File: src/rtl/bus_win_xlat_pkg.sv
package bus_win_xlat_pkg;
  localparam int AW        = 32;
  localparam int NUM_WIN   = 3;
  localparam int WIN_IDX_W = $clog2(NUM_WIN);
  localparam int MIN_SHIFT = 20;   // smallest memory window: 1 MB
  localparam int MAX_CODE  = 11;   // largest legal size code
  localparam int IO_SHIFT  = 24;   // fixed I/O window: 16 MB
  localparam int NUM_REGS  = 2 * NUM_WIN;
  localparam int SEL_W     = $clog2(NUM_REGS);

  typedef enum logic [2:0] {
    CYC_IACK   = 3'd0,
    CYC_IO     = 3'd1,
    CYC_MEM    = 3'd3,
    CYC_CFG    = 3'd5,
    CYC_MEMMUL = 3'd6
  } cyc_e;

  typedef struct packed {
    logic          hit;
    logic [AW-1:0] addr;
    logic [2:0]    cyc;
    logic          pref;
  } win_res_t;

  typedef struct packed {
    logic                 hit;
    logic [AW-1:0]        addr;
    logic [2:0]           cyc;
    logic                 pref;
    logic [WIN_IDX_W-1:0] win;
  } xl_out_t;
endpackage

File: src/rtl/win_regs.sv
module win_regs
  import bus_win_xlat_pkg::*;
(
  input  logic              clk,
  input  logic              rst_n,
  input  logic              we,
  input  logic [SEL_W-1:0]  sel,
  input  logic [AW-1:0]     wdata,
  output logic [AW-1:0]     rdata,
  output logic [AW-1:0]     regs [NUM_REGS]
);
  // Slot 0 and 2 keep 32 bits; all other slots keep 16 bits.
  for (genvar g = 0; g < NUM_REGS; g++) begin : g_reg
    localparam logic [AW-1:0] KEEP = (g == 0 || g == 2) ? {AW{1'b1}} : {{(AW-16){1'b0}}, 16'hFFFF};
    logic          en_w;
    logic [AW-1:0] d_w;

    always_comb begin
      en_w = we && (sel == SEL_W'(g));
      d_w  = wdata & KEEP;
    end

    always_ff @(posedge clk or negedge rst_n) begin
      if (!rst_n)    regs[g] <= '0;
      else if (en_w) regs[g] <= d_w;
    end
  end

  always_comb begin
    rdata = '0;
    for (int i = 0; i < NUM_REGS; i++)
      if (sel == SEL_W'(i)) rdata = regs[i];
  end

  a_r2_narrow_slots: assert property (@(posedge clk) disable iff (!rst_n)
    (regs[1][AW-1:16] == '0) && (regs[3][AW-1:16] == '0) &&
    (regs[4][AW-1:16] == '0) && (regs[5][AW-1:16] == '0));
endmodule

File: src/rtl/win_match.sv
module win_match
  import bus_win_xlat_pkg::*;
#(
  parameter bit IO_WIN = 1'b0
) (
  input  logic          clk,
  input  logic          rst_n,
  input  logic [AW-1:0] base,
  input  logic [AW-1:0] map,
  input  logic [AW-1:0] addr,
  output win_res_t      res
);
  if (IO_WIN) begin : g_io
    logic unused_io;
    always_comb begin
      unused_io = ^{base[AW-1:16], base[7:1], map[AW-1:16], map[7:0]};
      res       = '0;
      if (base[0] && (addr[AW-1:IO_SHIFT] == base[15:8])) begin
        res.hit  = 1'b1;
        res.addr = {map[15:8], addr[IO_SHIFT-1:0]};
        res.cyc  = CYC_IO;
        res.pref = 1'b0;
      end
    end

    a_r7_io_type: assert property (@(posedge clk) disable iff (!rst_n)
      res.hit |-> (res.cyc == CYC_IO) && !res.pref);
  end else begin : g_mem
    logic [3:0]    code;
    logic [4:0]    shift;
    logic [AW-1:0] lo_mask;
    logic [AW-1:0] map_hi;
    logic          legal;
    logic          unused_mem;

    always_comb begin
      unused_mem = ^{base[19:10], base[9:8], base[2:1], map[AW-1:16]};
      code    = base[7:4];
      legal   = (code <= 4'(MAX_CODE));
      shift   = 5'(MIN_SHIFT) + {1'b0, code};
      lo_mask = (AW'(1) << shift) - AW'(1);
      map_hi  = {map[15:4], {MIN_SHIFT{1'b0}}};
      res     = '0;
      if (base[0] && legal && (((addr ^ base) & ~lo_mask) == '0)) begin
        res.hit  = 1'b1;
        res.addr = (map_hi & ~lo_mask) | (addr & lo_mask);
        res.cyc  = map[3:1];
        res.pref = base[3];
        if ((map[3:1] == CYC_CFG) && !map[0]) res.addr[1:0] = 2'b00;
      end
    end

    a_r4_bad_code_quiet: assert property (@(posedge clk) disable iff (!rst_n)
      (base[7:4] > 4'(MAX_CODE)) |-> !res.hit);
    a_r9_cfg_low_zero: assert property (@(posedge clk) disable iff (!rst_n)
      (res.hit && (res.cyc == CYC_CFG) && !map[0]) |-> (res.addr[1:0] == 2'b00));
  end
endmodule

File: src/rtl/win_select.sv
module win_select
  import bus_win_xlat_pkg::*;
(
  input  logic     clk,
  input  logic     rst_n,
  input  logic     req_valid,
  input  win_res_t cand [NUM_WIN],
  output xl_out_t  pick
);
  logic [NUM_WIN-1:0] grant;

  always_comb begin
    logic found;
    found = 1'b0;
    grant = '0;
    pick  = '0;
    for (int i = 0; i < NUM_WIN; i++) begin
      if (req_valid && cand[i].hit && !found) begin
        found     = 1'b1;
        grant[i]  = 1'b1;
        pick.hit  = 1'b1;
        pick.addr = cand[i].addr;
        pick.cyc  = cand[i].cyc;
        pick.pref = cand[i].pref;
        pick.win  = WIN_IDX_W'(i);
      end
    end
  end

  a_r8_single_grant: assert property (@(posedge clk) disable iff (!rst_n)
    $onehot0(grant));
  a_r8_low_wins: assert property (@(posedge clk) disable iff (!rst_n)
    (req_valid && cand[0].hit) |-> (pick.win == '0));
endmodule

File: src/rtl/bus_win_xlat.sv
module bus_win_xlat
  import bus_win_xlat_pkg::*;
(
  input  logic        clk,
  input  logic        rst_n,
  input  logic        cfg_we,
  input  logic [2:0]  cfg_sel,
  input  logic [31:0] cfg_wdata,
  output logic [31:0] cfg_rdata,
  input  logic        req_valid,
  input  logic [31:0] req_addr,
  output logic        xl_hit,
  output logic [31:0] xl_addr,
  output logic [2:0]  xl_cyc,
  output logic        xl_pref,
  output logic [1:0]  xl_win
);
  logic [AW-1:0] regs [NUM_REGS];
  win_res_t      cand [NUM_WIN];
  xl_out_t       nxt, cur;

  win_regs u_regs (
    .clk(clk), .rst_n(rst_n), .we(cfg_we), .sel(cfg_sel),
    .wdata(cfg_wdata), .rdata(cfg_rdata), .regs(regs)
  );

  for (genvar w = 0; w < NUM_WIN; w++) begin : g_win
    win_match #(.IO_WIN(w == NUM_WIN - 1)) u_match (
      .clk(clk), .rst_n(rst_n),
      .base(regs[2*w]), .map(regs[2*w+1]),
      .addr(req_addr), .res(cand[w])
    );
  end

  win_select u_sel (
    .clk(clk), .rst_n(rst_n), .req_valid(req_valid),
    .cand(cand), .pick(nxt)
  );

  always_ff @(posedge clk or negedge rst_n) begin
    if (!rst_n) cur <= '0;
    else        cur <= nxt;
  end

  always_comb begin
    xl_hit  = cur.hit;
    xl_addr = cur.addr;
    xl_cyc  = cur.cyc;
    xl_pref = cur.pref;
    xl_win  = cur.win;
  end

  a_r10_miss_zero: assert property (@(posedge clk) disable iff (!rst_n)
    !xl_hit |-> (xl_addr == '0) && (xl_cyc == '0) && !xl_pref && (xl_win == '0));
  a_r11_idle_no_hit: assert property (@(posedge clk) disable iff (!rst_n)
    !req_valid |=> !xl_hit);
  a_r7_io_win_type: assert property (@(posedge clk) disable iff (!rst_n)
    (xl_hit && (xl_win == 2'd2)) |-> (xl_cyc == 3'd1) && !xl_pref);
endmodule

File: config.mk
export PLATFORM = sky130hd
export DESIGN_NAME = bus_win_xlat
export DESIGN_NICKNAME = d
export VERILOG_FILES = /design/src/rtl/bus_win_xlat_pkg.sv /design/src/rtl/win_regs.sv /design/src/rtl/win_match.sv /design/src/rtl/win_select.sv /design/src/rtl/bus_win_xlat.sv
export SDC_FILE = /design/constraint.sdc
export NUM_CORES = 1
export LEC_CHECK = 0
export BUFFER_PORTS_ARGS = -buffer_cell sky130_fd_sc_hd__buf_2
export CORE_MARGIN = 4
export CORE_UTILIZATION = 58
export CTS_CLUSTER_SIZE = 20
export DETAILED_ROUTE_END_ITERATION = 6
export PLACE_DENSITY = 0.81
export SLEW_MARGIN = 25
export SYNTH_ARGS = -nofsm -noshare
export SYNTH_HDL_FRONTEND = slang
export SYNTH_SLANG_ARGS = --single-unit
export TNS_END_PERCENT = 10
File: constraint.sdc
create_clock -name clk -period 5.2 [get_ports clk]
set_input_delay 0 -clock clk [delete_from_list [all_inputs] [get_ports clk]]
set_output_delay 0 -clock clk [all_outputs]
set_load 0.01 [all_outputs]
==> results by group <==
Status
  • Status: finished clean

Yosys
  • Post-synth EDFFs: 0
  • Ys async rst share: 100.0%
  • Register area share after synthesis: 42.15%
  • Syn nets: ~1000
  • Avg Cell Area, Syn: about 10 µm²
  • Post-Synthesis Cells: around 970
  • Synthesized area: approximately 0.01 mm²
  • Main synth FF type: dfrtp_1
  • Yosys cell types: 78
  • Synth Warn #: 0
  • Yosys reg bits: approximately 170

Setup path
  • Worst EP required: between 5 and 6 ns
  • Worst-path cell with the longest stage delay: o32ai_1
  • CP Cell Sequence: ha_1 > and4bb_2 > nand2_1 > ha_1 > nor2_4 > a31oi_1 > o32ai_1 > o221ai_1 > nor4_2 > o2111ai_2 > clkinv_2 > buf_4 > nand2_4 > a21boi_1
  • Max FO, Critical Path: 24
  • WP buf/inv: 2
  • Worst r2r path cells: 14
  • Crit Reg-Reg Startpoint: u_regs.regs[167]$_DFFE_PN0P_
  • Startpoint type of the worst setup path: register
  • Crit path top cell by count: ha_1
  • Worst R2R Setup Slack: ~0.95 ns
  • Crit-path leading delay family: compound AO/OA/AOI/OAI gates
  • CP Class: register to register
  • R2r endpoint: xl_addr[14]$_DFF_PN0_
  • Slowest stage delay, CP: roughly 0.52 ns
  • Crit path capture: xl_addr[14]$_DFF_PN0_
  • Setup crit end kind: register
  • CP Launch Point: u_regs.regs[167]$_DFFE_PN0P_
  • Critical path depth: 14
  • CP arrival: ~4.6 ns

Clocking
  • Clock slew at reported path FFs: approximately 0.070 ns
  • Largest buffer count on any clock path: 2
  • Post-CTS sizing: 0
  • H-tree Lvls: 4
  • CTS tree: yes
  • Clk sinks: 167
  • Skew-Pair Late Insertion Delay: roughly 0.44 ns
  • Cts bufs inserted: 17
  • Root buf cell: clkbuf_16

Timing
  • Hold slack final: about 0.030 ns
  • Fmax: 235.5 MHz
  • Final Hold Vio Count: 0
  • Slew headroom: between 20% and 30%
  • Setup Skew: roughly 0.013 ns
  • Final Max Slew Viols: 0
  • Actual slew at the worst max-slew pin: about 1.2 ns
  • Setup TNS Final: 0 ns
  • Tmin final: approximately 4.2 ns
  • RSZ-0062 raised after global routing: false
  • Crit share post-route: between 80 and 90%
  • Final setup vio count: 0

Global routing
  • Initial antenna violation count: 0
  • Largest net degree at the start of global routing: between 70 and 80
  • Grt ovf: 0
  • First-pass GRT wire length: between 50000 and 60000 µm
  • Total Routing Usage GR: 35.48%
  • Vias in the first global route: 8857

Floorplanning
  • Die height: between 100 and 150 µm
  • IO Pins: roughly 140
  • Core area: approximately 0.017 mm²
  • Initial Util: about three fifths
  • Chip width: about 140 µm
  • FP Rows: 47
  • Die Area: 0.01925 mm²

Finish
  • Final Util: roughly 72%
  • P&R area growth vs syn: 20.37%
  • Antenna Diode Count: 0
  • Fraction of layout cells with a size suffix above 1: roughly 30%
  • Nets: approximately 1200

Detailed routing
  • DRC viols: 0
  • Vias per cell: about 6.5
  • Routed via count: 8907
  • Starting DRT DRC Count: a little over 900
  • Initial DRT Pass Iterations: 5
  • Post-route ant nets: 0
  • Wire length per cell: 25.22 µm
  • Drt total wl: around 35000 µm

Placement
  • Post-DP HPWL: around 24000 µm
  • Placer Congestion: 1.047
  • # port buffers: 141

Worst hold path
  • Hold WC Path Type: input port to async pin

Pwr
  • Power per standard cell area: ~370 mW/mm²
  • Worst VDD drop: ~0.26 mV
  • Leak pwr: approximately 5.4 nW

Job
  • Max-Cap Viols: 0
[Yosys cell counts (9+ instances only)]
library cell | instances | area share (%)
nor3_1 | 9 | 0.45
o21ai_0 | 43 | 2.2
inv_1 | 17 | 0.64
a31oi_1 | 9 | 0.57
xnor2_1 | 32 | 2.8
o22ai_1 | 9 | 0.57
dfrtp_1 | 167 | 42
mux2i_1 | 62 | 6.3
clkbuf_1 | 34 | 1.3
a21boi_1 | 11 | 0.83
nor2b_1 | 20 | 1.3
nand3_1 | 10 | 0.50
buf_1 | 9 | 0.34
nand2_1 | 74 | 2.8
a21oi_1 | 59 | 3.0
nor2_1 | 62 | 2.3
o221ai_1 | 18 | 1.6
mux2_2 | 124 | 14
buf_2 | 18 | 0.91
xor2_1 | 30 | 2.7
[through the flow]
stage	cell area (µm²)	setup slack [ns]	instances	total power, mW
5_1_grt	11930	0.6614	1368	4.654
3_5_place_dp	10790	1.100	1281	3.138
2_1_floorplan	9915	1.519	968	2.645
4_1_cts	11900	1.055	1366	4.411
6_report	11930	0.9535	1368	4.464
3_3_place_gp	10760	1.113	1280	3.123
[logic make-up after synthesis]
group	share of synthesized area, %
mux	20.34
buf+inv	3.988
fa+ha+maj	0.6310
simple gates	12.78
compound gates	14.63
xor+xnor	5.477
flops	42.15
[state kept, by name, summed over array words and instances, names as in the netlist]
register     flops
xl_pref          1
u_regs.regs    128
xl_win           2
xl_hit           1
xl_cyc           3
xl_addr         32
[worst min-delay path by stage]
stage                  from                            to  depth (start not counted)
2_1_floorplan         rst_n    u_regs.regs[0]$_DFFE_PN0P_                          0
3_3_place_gp          rst_n  u_regs.regs[181]$_DFFE_PN0P_                          1
3_5_place_dp          rst_n  u_regs.regs[116]$_DFFE_PN0P_                          1
4_1_cts        cfg_wdata[7]    u_regs.regs[7]$_DFFE_PN0P_                          2
5_1_grt        cfg_wdata[7]  u_regs.regs[167]$_DFFE_PN0P_                          2
6_report              rst_n  u_regs.regs[183]$_DFFE_PN0P_                          2
[metal layers]
metal | track usage [%] | vias up | part of all wire [%]
met4 | 15.50 | 0 | 4.5
met3 | 8.793 | 115 | 11
met5 | 0 | - | 0
met1 | 47.37 | 4365 | 38
met2 | 55.42 | 593 | 47
li1 | - | 3834 | -
[what timing repair did]
item | CTS | global route
hold buffers | 53 | 0
setup buffers | 0 | 0
hold endpoints to repair | 181 | 0
[area by class of cell]
cell class | instances | area, µm²
clock buffer | 19 | 442.9
clock inverter | 13 | 138.9
fill | 1189 | 4708
inverter | 18 | 68.82
multi-input combinational | 713 | 5370
sequential | 167 | 4179
tap | 220 | 275.3
timing repair buffer | 218 | 1459
[power breakdown]
| part | leakage, nW | internal, mW | switching [mW] |
|---|---|---|---|
| combinational | 3.05 | 0.613 | 0.836 |
| sequential | 2.08 | 1.52 | 0.242 |
| clock | 0.285 | 0.687 | 0.566 |
| total | 5.42 | 2.82 | 1.64 |
[layout by cell type (no fill, tap or decap), types with 18 or more instances in the layout]
| cell | instances |
|---|---|
| buf_2 | 140 |
| o221ai_1 | 18 |
| nor2_1 | 61 |
| mux2i_1 | 62 |
| a21oi_1 | 59 |
| xor2_1 | 30 |
| o21ai_0 | 43 |
| mux2_2 | 124 |
| buf_4 | 21 |
| nor2b_1 | 19 |
| dfrtp_1 | 167 |
| xnor2_1 | 32 |
| nand2_1 | 74 |
| dlygate4sd3_1 | 53 |
Power figures use the tool's default switching activity.
